$ cat src/rtl/mstat_pkg.sv
package mstat_pkg;
    localparam int N_HIST    = 7;
    localparam int N_RXF     = 8;
    localparam int N_TXF     = 4;
    localparam int RX_GEN    = 1 + N_RXF + N_HIST;
    localparam int TX_GEN    = 1 + N_TXF + N_HIST;
    localparam int N_GEN     = RX_GEN + TX_GEN;
    localparam int A_RXB_LO  = 0;
    localparam int A_RXB_HI  = 1;
    localparam int A_TXB_LO  = 2;
    localparam int A_TXB_HI  = 3;
    localparam int A_TOOLONG = 4;
    localparam int A_GEN     = 8;

    // one-hot length bin; all zero for runts
    function automatic logic [N_HIST-1:0] hist_bin(input logic [31:0] len);
        logic [N_HIST-1:0] b;
        b = '0;
        if (len == 32'd64)                         b[0] = 1'b1;
        else if (len > 32'd64   && len < 32'd128)  b[1] = 1'b1;
        else if (len >= 32'd128 && len < 32'd256)  b[2] = 1'b1;
        else if (len >= 32'd256 && len < 32'd512)  b[3] = 1'b1;
        else if (len >= 32'd512 && len < 32'd1024) b[4] = 1'b1;
        else if (len >= 32'd1024 && len < 32'd1519) b[5] = 1'b1;
        else if (len >= 32'd1519)                  b[6] = 1'b1;
        return b;
    endfunction
endpackage

$ cat src/rtl/mstat_sat_cnt.sv
module mstat_sat_cnt #(
    parameter int W  = 32,
    parameter int IW = 1
) (
    input  logic          clk,
    input  logic          rst_n,
    input  logic          clr,
    input  logic          inc_en,
    input  logic [IW-1:0] inc_val,
    output logic [W-1:0]  cnt
);
    logic [W-1:0] cnt_d, cnt_q;
    logic [W-1:0] base;
    logic [W:0]   sum;

    always_comb begin
        base  = clr ? '0 : cnt_q;
        sum   = {1'b0, base} + {{(W + 1 - IW){1'b0}}, inc_val};
        cnt_d = base;
        if (inc_en) cnt_d = sum[W] ? {W{1'b1}} : sum[W-1:0];
    end

    always_ff @(posedge clk or negedge rst_n) begin
        if (!rst_n) cnt_q <= '0;
        else        cnt_q <= cnt_d;
    end

    assign cnt = cnt_q;
endmodule

$ cat src/rtl/mstat_evt_map.sv
module mstat_evt_map
    import mstat_pkg::*;
#(
    parameter int NF    = 8,
    parameter int LEN_W = 14,
    localparam int NO   = 1 + NF + N_HIST
) (
    input  logic             evt,
    input  logic [LEN_W-1:0] len,
    input  logic [NF-1:0]    flags,
    output logic [NO-1:0]    inc
);
    logic [N_HIST-1:0] bin;

    always_comb begin
        bin    = hist_bin(32'(len));
        inc[0] = evt;
        for (int i = 0; i < NF; i++)     inc[1 + i]      = evt & flags[i];
        for (int b = 0; b < N_HIST; b++) inc[1 + NF + b] = evt & bin[b];
    end
endmodule

$ cat src/rtl/mstat_top.sv
module mstat_top
    import mstat_pkg::*;
#(
    parameter int CNT_W  = 32,
    parameter int BYTE_W = 45,
    parameter int LEN_W  = 14,
    parameter int ADDR_W = 6
) (
    input  logic              clk,
    input  logic              rst_n,
    input  logic              rx_evt,
    input  logic [LEN_W-1:0]  rx_len,
    input  logic [N_RXF-1:0]  rx_flags,
    input  logic              rx_toolong,
    input  logic              tx_evt,
    input  logic [LEN_W-1:0]  tx_len,
    input  logic [N_TXF-1:0]  tx_flags,
    input  logic              rx_fifo_empty,
    input  logic              stat_clr,
    input  logic              rd_en,
    input  logic [ADDR_W-1:0] rd_addr,
    output logic [31:0]       rd_data
);
    localparam int HI_W = BYTE_W - 32;
    localparam int TL_W = CNT_W - 1;

    typedef struct packed {
        logic [31:0]     rd_data;
        logic [HI_W-1:0] hi_rx;
        logic [HI_W-1:0] hi_tx;
    } rd_st_t;

    rd_st_t st_d, st_q;

    logic [RX_GEN-1:0] rx_inc;
    logic [TX_GEN-1:0] tx_inc;
    logic [N_GEN-1:0]  gen_inc, gen_clr;
    logic [CNT_W-1:0]  gen_cnt [N_GEN];
    logic [BYTE_W-1:0] byte_cnt [2];
    logic [1:0]        byte_clr, byte_evt;
    logic [LEN_W-1:0]  byte_len [2];
    logic [TL_W-1:0]   tl_cnt;
    logic              tl_clr;
    logic [31:0]       rd_val;

    mstat_evt_map #(.NF(N_RXF), .LEN_W(LEN_W)) rx_map_i (
        .evt(rx_evt), .len(rx_len), .flags(rx_flags), .inc(rx_inc));
    mstat_evt_map #(.NF(N_TXF), .LEN_W(LEN_W)) tx_map_i (
        .evt(tx_evt), .len(tx_len), .flags(tx_flags), .inc(tx_inc));

    assign gen_inc     = {tx_inc, rx_inc};
    assign byte_evt    = {tx_evt, rx_evt};
    assign byte_len[0] = rx_len;
    assign byte_len[1] = tx_len;

    always_comb begin
        for (int g = 0; g < N_GEN; g++)
            gen_clr[g] = stat_clr | (rd_en && rd_addr == ADDR_W'(A_GEN + g));
        byte_clr[0] = stat_clr | (rd_en && rd_addr == ADDR_W'(A_RXB_LO));
        byte_clr[1] = stat_clr | (rd_en && rd_addr == ADDR_W'(A_TXB_LO));
        tl_clr      = stat_clr | (rd_en && rd_addr == ADDR_W'(A_TOOLONG));
    end

    for (genvar g = 0; g < N_GEN; g++) begin : g_gen
        mstat_sat_cnt #(.W(CNT_W), .IW(1)) cnt_i (
            .clk(clk), .rst_n(rst_n), .clr(gen_clr[g]), .inc_en(gen_inc[g]),
            .inc_val(1'b1), .cnt(gen_cnt[g]));
    end

    for (genvar d = 0; d < 2; d++) begin : g_byte
        mstat_sat_cnt #(.W(BYTE_W), .IW(LEN_W)) cnt_i (
            .clk(clk), .rst_n(rst_n), .clr(byte_clr[d]), .inc_en(byte_evt[d]),
            .inc_val(byte_len[d]), .cnt(byte_cnt[d]));
    end

    mstat_sat_cnt #(.W(TL_W), .IW(1)) tl_cnt_i (
        .clk(clk), .rst_n(rst_n), .clr(tl_clr), .inc_en(rx_evt & rx_toolong),
        .inc_val(1'b1), .cnt(tl_cnt));

    always_comb begin
        rd_val = '0;
        if (rd_addr == ADDR_W'(A_RXB_LO)) rd_val = byte_cnt[0][31:0];
        if (rd_addr == ADDR_W'(A_RXB_HI)) rd_val = 32'(st_q.hi_rx);
        if (rd_addr == ADDR_W'(A_TXB_LO)) rd_val = byte_cnt[1][31:0];
        if (rd_addr == ADDR_W'(A_TXB_HI)) rd_val = 32'(st_q.hi_tx);
        if (rd_addr == ADDR_W'(A_TOOLONG)) rd_val = {rx_fifo_empty, 31'(tl_cnt)};
        for (int g = 0; g < N_GEN; g++)
            if (rd_addr == ADDR_W'(A_GEN + g)) rd_val = 32'(gen_cnt[g]);

        st_d = st_q;
        if (rd_en) begin
            st_d.rd_data = rd_val;
            if (rd_addr == ADDR_W'(A_RXB_LO)) st_d.hi_rx = byte_cnt[0][BYTE_W-1:32];
            if (rd_addr == ADDR_W'(A_TXB_LO)) st_d.hi_tx = byte_cnt[1][BYTE_W-1:32];
        end
        if (stat_clr) begin
            st_d.hi_rx = '0;
            st_d.hi_tx = '0;
        end
    end

    always_ff @(posedge clk or negedge rst_n) begin
        if (!rst_n) st_q <= '0;
        else        st_q <= st_d;
    end

    assign rd_data = st_q.rd_data;
endmodule

$ cat config.mk
export PLATFORM = sky130hd
export DESIGN_NAME = mstat_top
export DESIGN_NICKNAME = d
export VERILOG_FILES = /design/src/rtl/mstat_pkg.sv /design/src/rtl/mstat_sat_cnt.sv /design/src/rtl/mstat_evt_map.sv /design/src/rtl/mstat_top.sv
export SDC_FILE = /design/constraint.sdc
export NUM_CORES = 2
export LEC_CHECK = 0
export BUFFER_PORTS_ARGS = -buffer_cell sky130_fd_sc_hd__buf_4
export CAP_MARGIN = 20
export CORE_AREA = 4 4 430 432
export CTS_CLUSTER_DIAMETER = 60
export DETAILED_ROUTE_END_ITERATION = 10
export DIE_AREA = 0 0 434 436
export PLACE_DENSITY = 0.52
export SLEW_MARGIN = 25
export SYNTH_ARGS = -nofsm -noshare
export SYNTH_HDL_FRONTEND = slang
export SYNTH_HIERARCHICAL = 1
export SYNTH_SLANG_ARGS = --single-unit
$ cat constraint.sdc
create_clock -name clk -period 3.6 [get_ports clk]
set_clock_uncertainty 0.2 [all_clocks]
set_input_delay 0.72 -clock clk [delete_from_list [all_inputs] [get_ports clk]]
set_output_delay 0.72 -clock clk [all_outputs]
set_load 0.005 [all_outputs]
==> metrics.csv <==
metric,value,unit
status,"finished, final reports clean",
htree_levels,4,
clockBufferDepth,3,
cts_tree,done,
crit_type,in -> reg,
avgSynthCellArea,8.86,um2
fin_cells,11800,
hold_violations,0,
maxSlewHeadroom,26.2,%
core_area,0.181,mm2
wl_per_cell,26.7,um
ys_seq_area_share,37.3,%
io_buffers,85,
power_leakage,38.8,nW
hpwl,249000,um
antenna_found_initial,12,
stdcell_area,0.0906,mm2
r2r_start,g_byte[1].cnt_i/cnt[4],
drc,0,
ir_worst_vdd,0.351,mV
start_util,40.0,%
grt_pass1_vias,67900,
ys.flop_type,dfrtp_1,
grt_start_max_net_pins,88,
overflow,0,
place.gp.congestion,1.03,
place_area,0.0856,mm2
synth_edf_count,0,
timing.fmax,0.290,GHz
grt_pass1_wl,464000,um
syn_inst,8141,
synth.area.top_cells,"dfrtp_1, xnor2_1, nand2_1, o21ai_0, nor2b_1",
worst_r2r_endpoint,g_byte[1].cnt_i/cnt[23],
crit_fanout,13,
die-area,0.189,mm2
die_height,436,um
min_path_type,in -> reg,
drtPass1Iterations,10,
cts_buffers,146,
ff2ff_path_depth,10,
whs_endpoint,g_byte[1].cnt_i/cnt[0],
final.setup.worst_slack,0.148,ns
yosysWarnings,6,
yosysTopAreaCellShare,37.3,%
num_vias,70000,
antenna_left,0,
grt_util_all_layers,32.6,%
tightest_slew,1.10,ns
drtIter0Drc,7058,
r2r_slack,0.76,ns
drv_cap,0,
clk_pin_slew,0.06,ns
final_nets,9415,
synth_top_area_cell,dfrtp_1,
finalWirelength,314000,um
die_w,434,um
worst_setup_path_start_kind,primary input,
hold_start,tx_len[0],
area_growth,25.6,%
avgViaCountPerCell,5.94,
yosysUniqueCellTypes,125,
rsz0062_at_grt,no,
root_buffer,clkbuf_16,
synthesis.area,0.0722,mm2
place_ws,-0.668,ns
period_minus_slack,3.45,ns
dp.cells,11500,
clk_latency,0.82,ns
cts_sinks,1075,
required,4.09,ns
drive_gt1_share,24.0,%
ios,86,
fin_crit_sh,95.9,%
cp-end-kind,flop,
arrival,3.94,ns
power_density,340,mW/mm2
finalSetupViolations,0,
post_cts_buffers,0,
std_cell_rows,156,
final_util,50.2,%
async_flop_share,100,%
ys_ff_latch,1075,
whs_path_depth,4,
drv_slew,0,
## power breakdown
| part | total (W) | internal (W) | leakage [nW] | switching (W) |
|---|---|---|---|---|
| clock network | 0.0154 | 0.00923 | 2.46 | 0.00617 |
| registers | 0.0125 | 0.0122 | 14.9 | 0.000268 |
| logic | 0.00292 | 0.00120 | 21.4 | 0.00172 |
## critical path, stage by stage
cell	delay (ns)
buf_4	0.12
or4_4	0.55
nor3_4	0.17
buf_12	0.15
or2_4	0.25
inv_2	0.06
nand2_1	0.08
inv_1	0.07
ha_1	0.27
a21oi_1	0.20
nand4b_1	0.19
a21oi_2	0.10
o21bai_4	0.31
a21oi_2	0.12
nand4_1	0.14
buf_4	0.21
a21bo_1	0.22
## registers in the layout, indices dropped and copies added (netlist names)
| signal | flops |
|---|---|
| st_q | 26 |
| g_gen.cnt_i/cnt | 896 |
| rd_data | 32 |
| tl_cnt_i/cnt | 31 |
| g_byte.cnt_i/cnt | 90 |
## cells in the final DEF, fill, tap and decap left out, drive strengths merged, types with 94 or more instances in the layout
| cell | instances |
|---|---|
| a22oi | 140 |
| or4 | 127 |
| inv | 183 |
| a31oi | 94 |
| clkbuf | 194 |
| and4 | 95 |
| nor2b | 300 |
| nand3 | 312 |
| and3 | 130 |
| xor2 | 130 |
| nand4 | 206 |
| dfrtp | 1075 |
| o21ai | 706 |
| nor4 | 357 |
| o22ai | 133 |
| nand2 | 1004 |
| a21oi | 224 |
| nor3 | 210 |
| xnor2 | 658 |
| nor2 | 491 |
| buf | 1462 |
## layout make-up
type	count	area, um2
diodes	9	22.5
multi-input cells	6417	43000
inverters	170	643
clock inverters	73	941
clock buffers	194	4100
repair buffers	1463	12100
flip-flops and latches	1075	26900
well taps	2370	2970
fillers	17200	89900
## worst max path at each step
stage / startpoint / endpoint / depth (start not counted)
floorplan: rd_addr[5] / g_byte[1].cnt_i/cnt[38] / 18
global placement: rd_en / g_byte[0].cnt_i/cnt[30] / 17
detailed placement: rd_addr[4] / g_byte[0].cnt_i/cnt[20] / 17
CTS: rd_addr[0] / g_byte[1].cnt_i/cnt[37] / 16
global route: rd_addr[0] / g_byte[1].cnt_i/cnt[37] / 16
finish: rd_addr[4] / g_byte[0].cnt_i/cnt[20] / 17
## synth_stat cells (56+ instances only)
master,number
xor2_1,130
nor2b_1,298
clkbuf_1,249
and4_1,93
or4_4,58
inv_1,166
ha_1,86
o21ai_2,57
nor3_1,181
a21oi_1,222
o22ai_1,132
and3_1,129
o21ai_0,567
nand4bb_1,57
xnor2_1,658
nand2b_1,75
buf_4,79
nand2_1,999
a22oi_1,140
nor4_4,56
mux2i_1,68
o21ai_1,82
nand4b_1,61
nor4_1,240
a31oi_1,83
nand3_1,312
nor4_2,61
dfrtp_1,1075
or3_1,66
nand4_1,177
nor2_1,446
or4_1,69
buf_2,164
## per-stage QoR
stage                     total power (W)  hold WS [ns]  setup TNS, ns
after global placement             0.0156         0.287        -192.28
after floorplan                    0.0139         0.224        -192.55
after CTS                          0.0311        0.0880              0
after global routing               0.0318         0.175              0
after detailed placement           0.0156         0.306        -213.34
final                              0.0308         0.151              0
## routing by layer
metal	vias to the layer above	global-route usage [%]	share of wire, %
met5	-	0	0
met4	0	16.2	5.7
met3	620	5.68	7.0
met2	2677	49.7	44
met1	34800	44.5	43
li1	31800	-	-
## cell families after synthesis
| family | count (synthesis) | share of synthesized area, % |
|---|---|---|
| and+or+nand+nor | 3708 | 30.6 |
| AOI/OAI and AO/OA | 1671 | 14.8 |
| DFF | 1075 | 37.3 |
| xor gates and xnor gates | 788 | 9.56 |
| buffers and inverters | 706 | 4.71 |
| muxes | 104 | 1.52 |
| adders and majority gates | 88 | 1.55 |
| other | 1 | 0.00520 |
## what timing repair did
item / 4_1_cts / 5_1_grt
endpoints found under the hold margin: 20 / 0
setup endpoints to repair: 0 / 1
hold buffers: 1 / 0
gates resized for setup: 0 / 1
(Power assumes the default switching activity.)
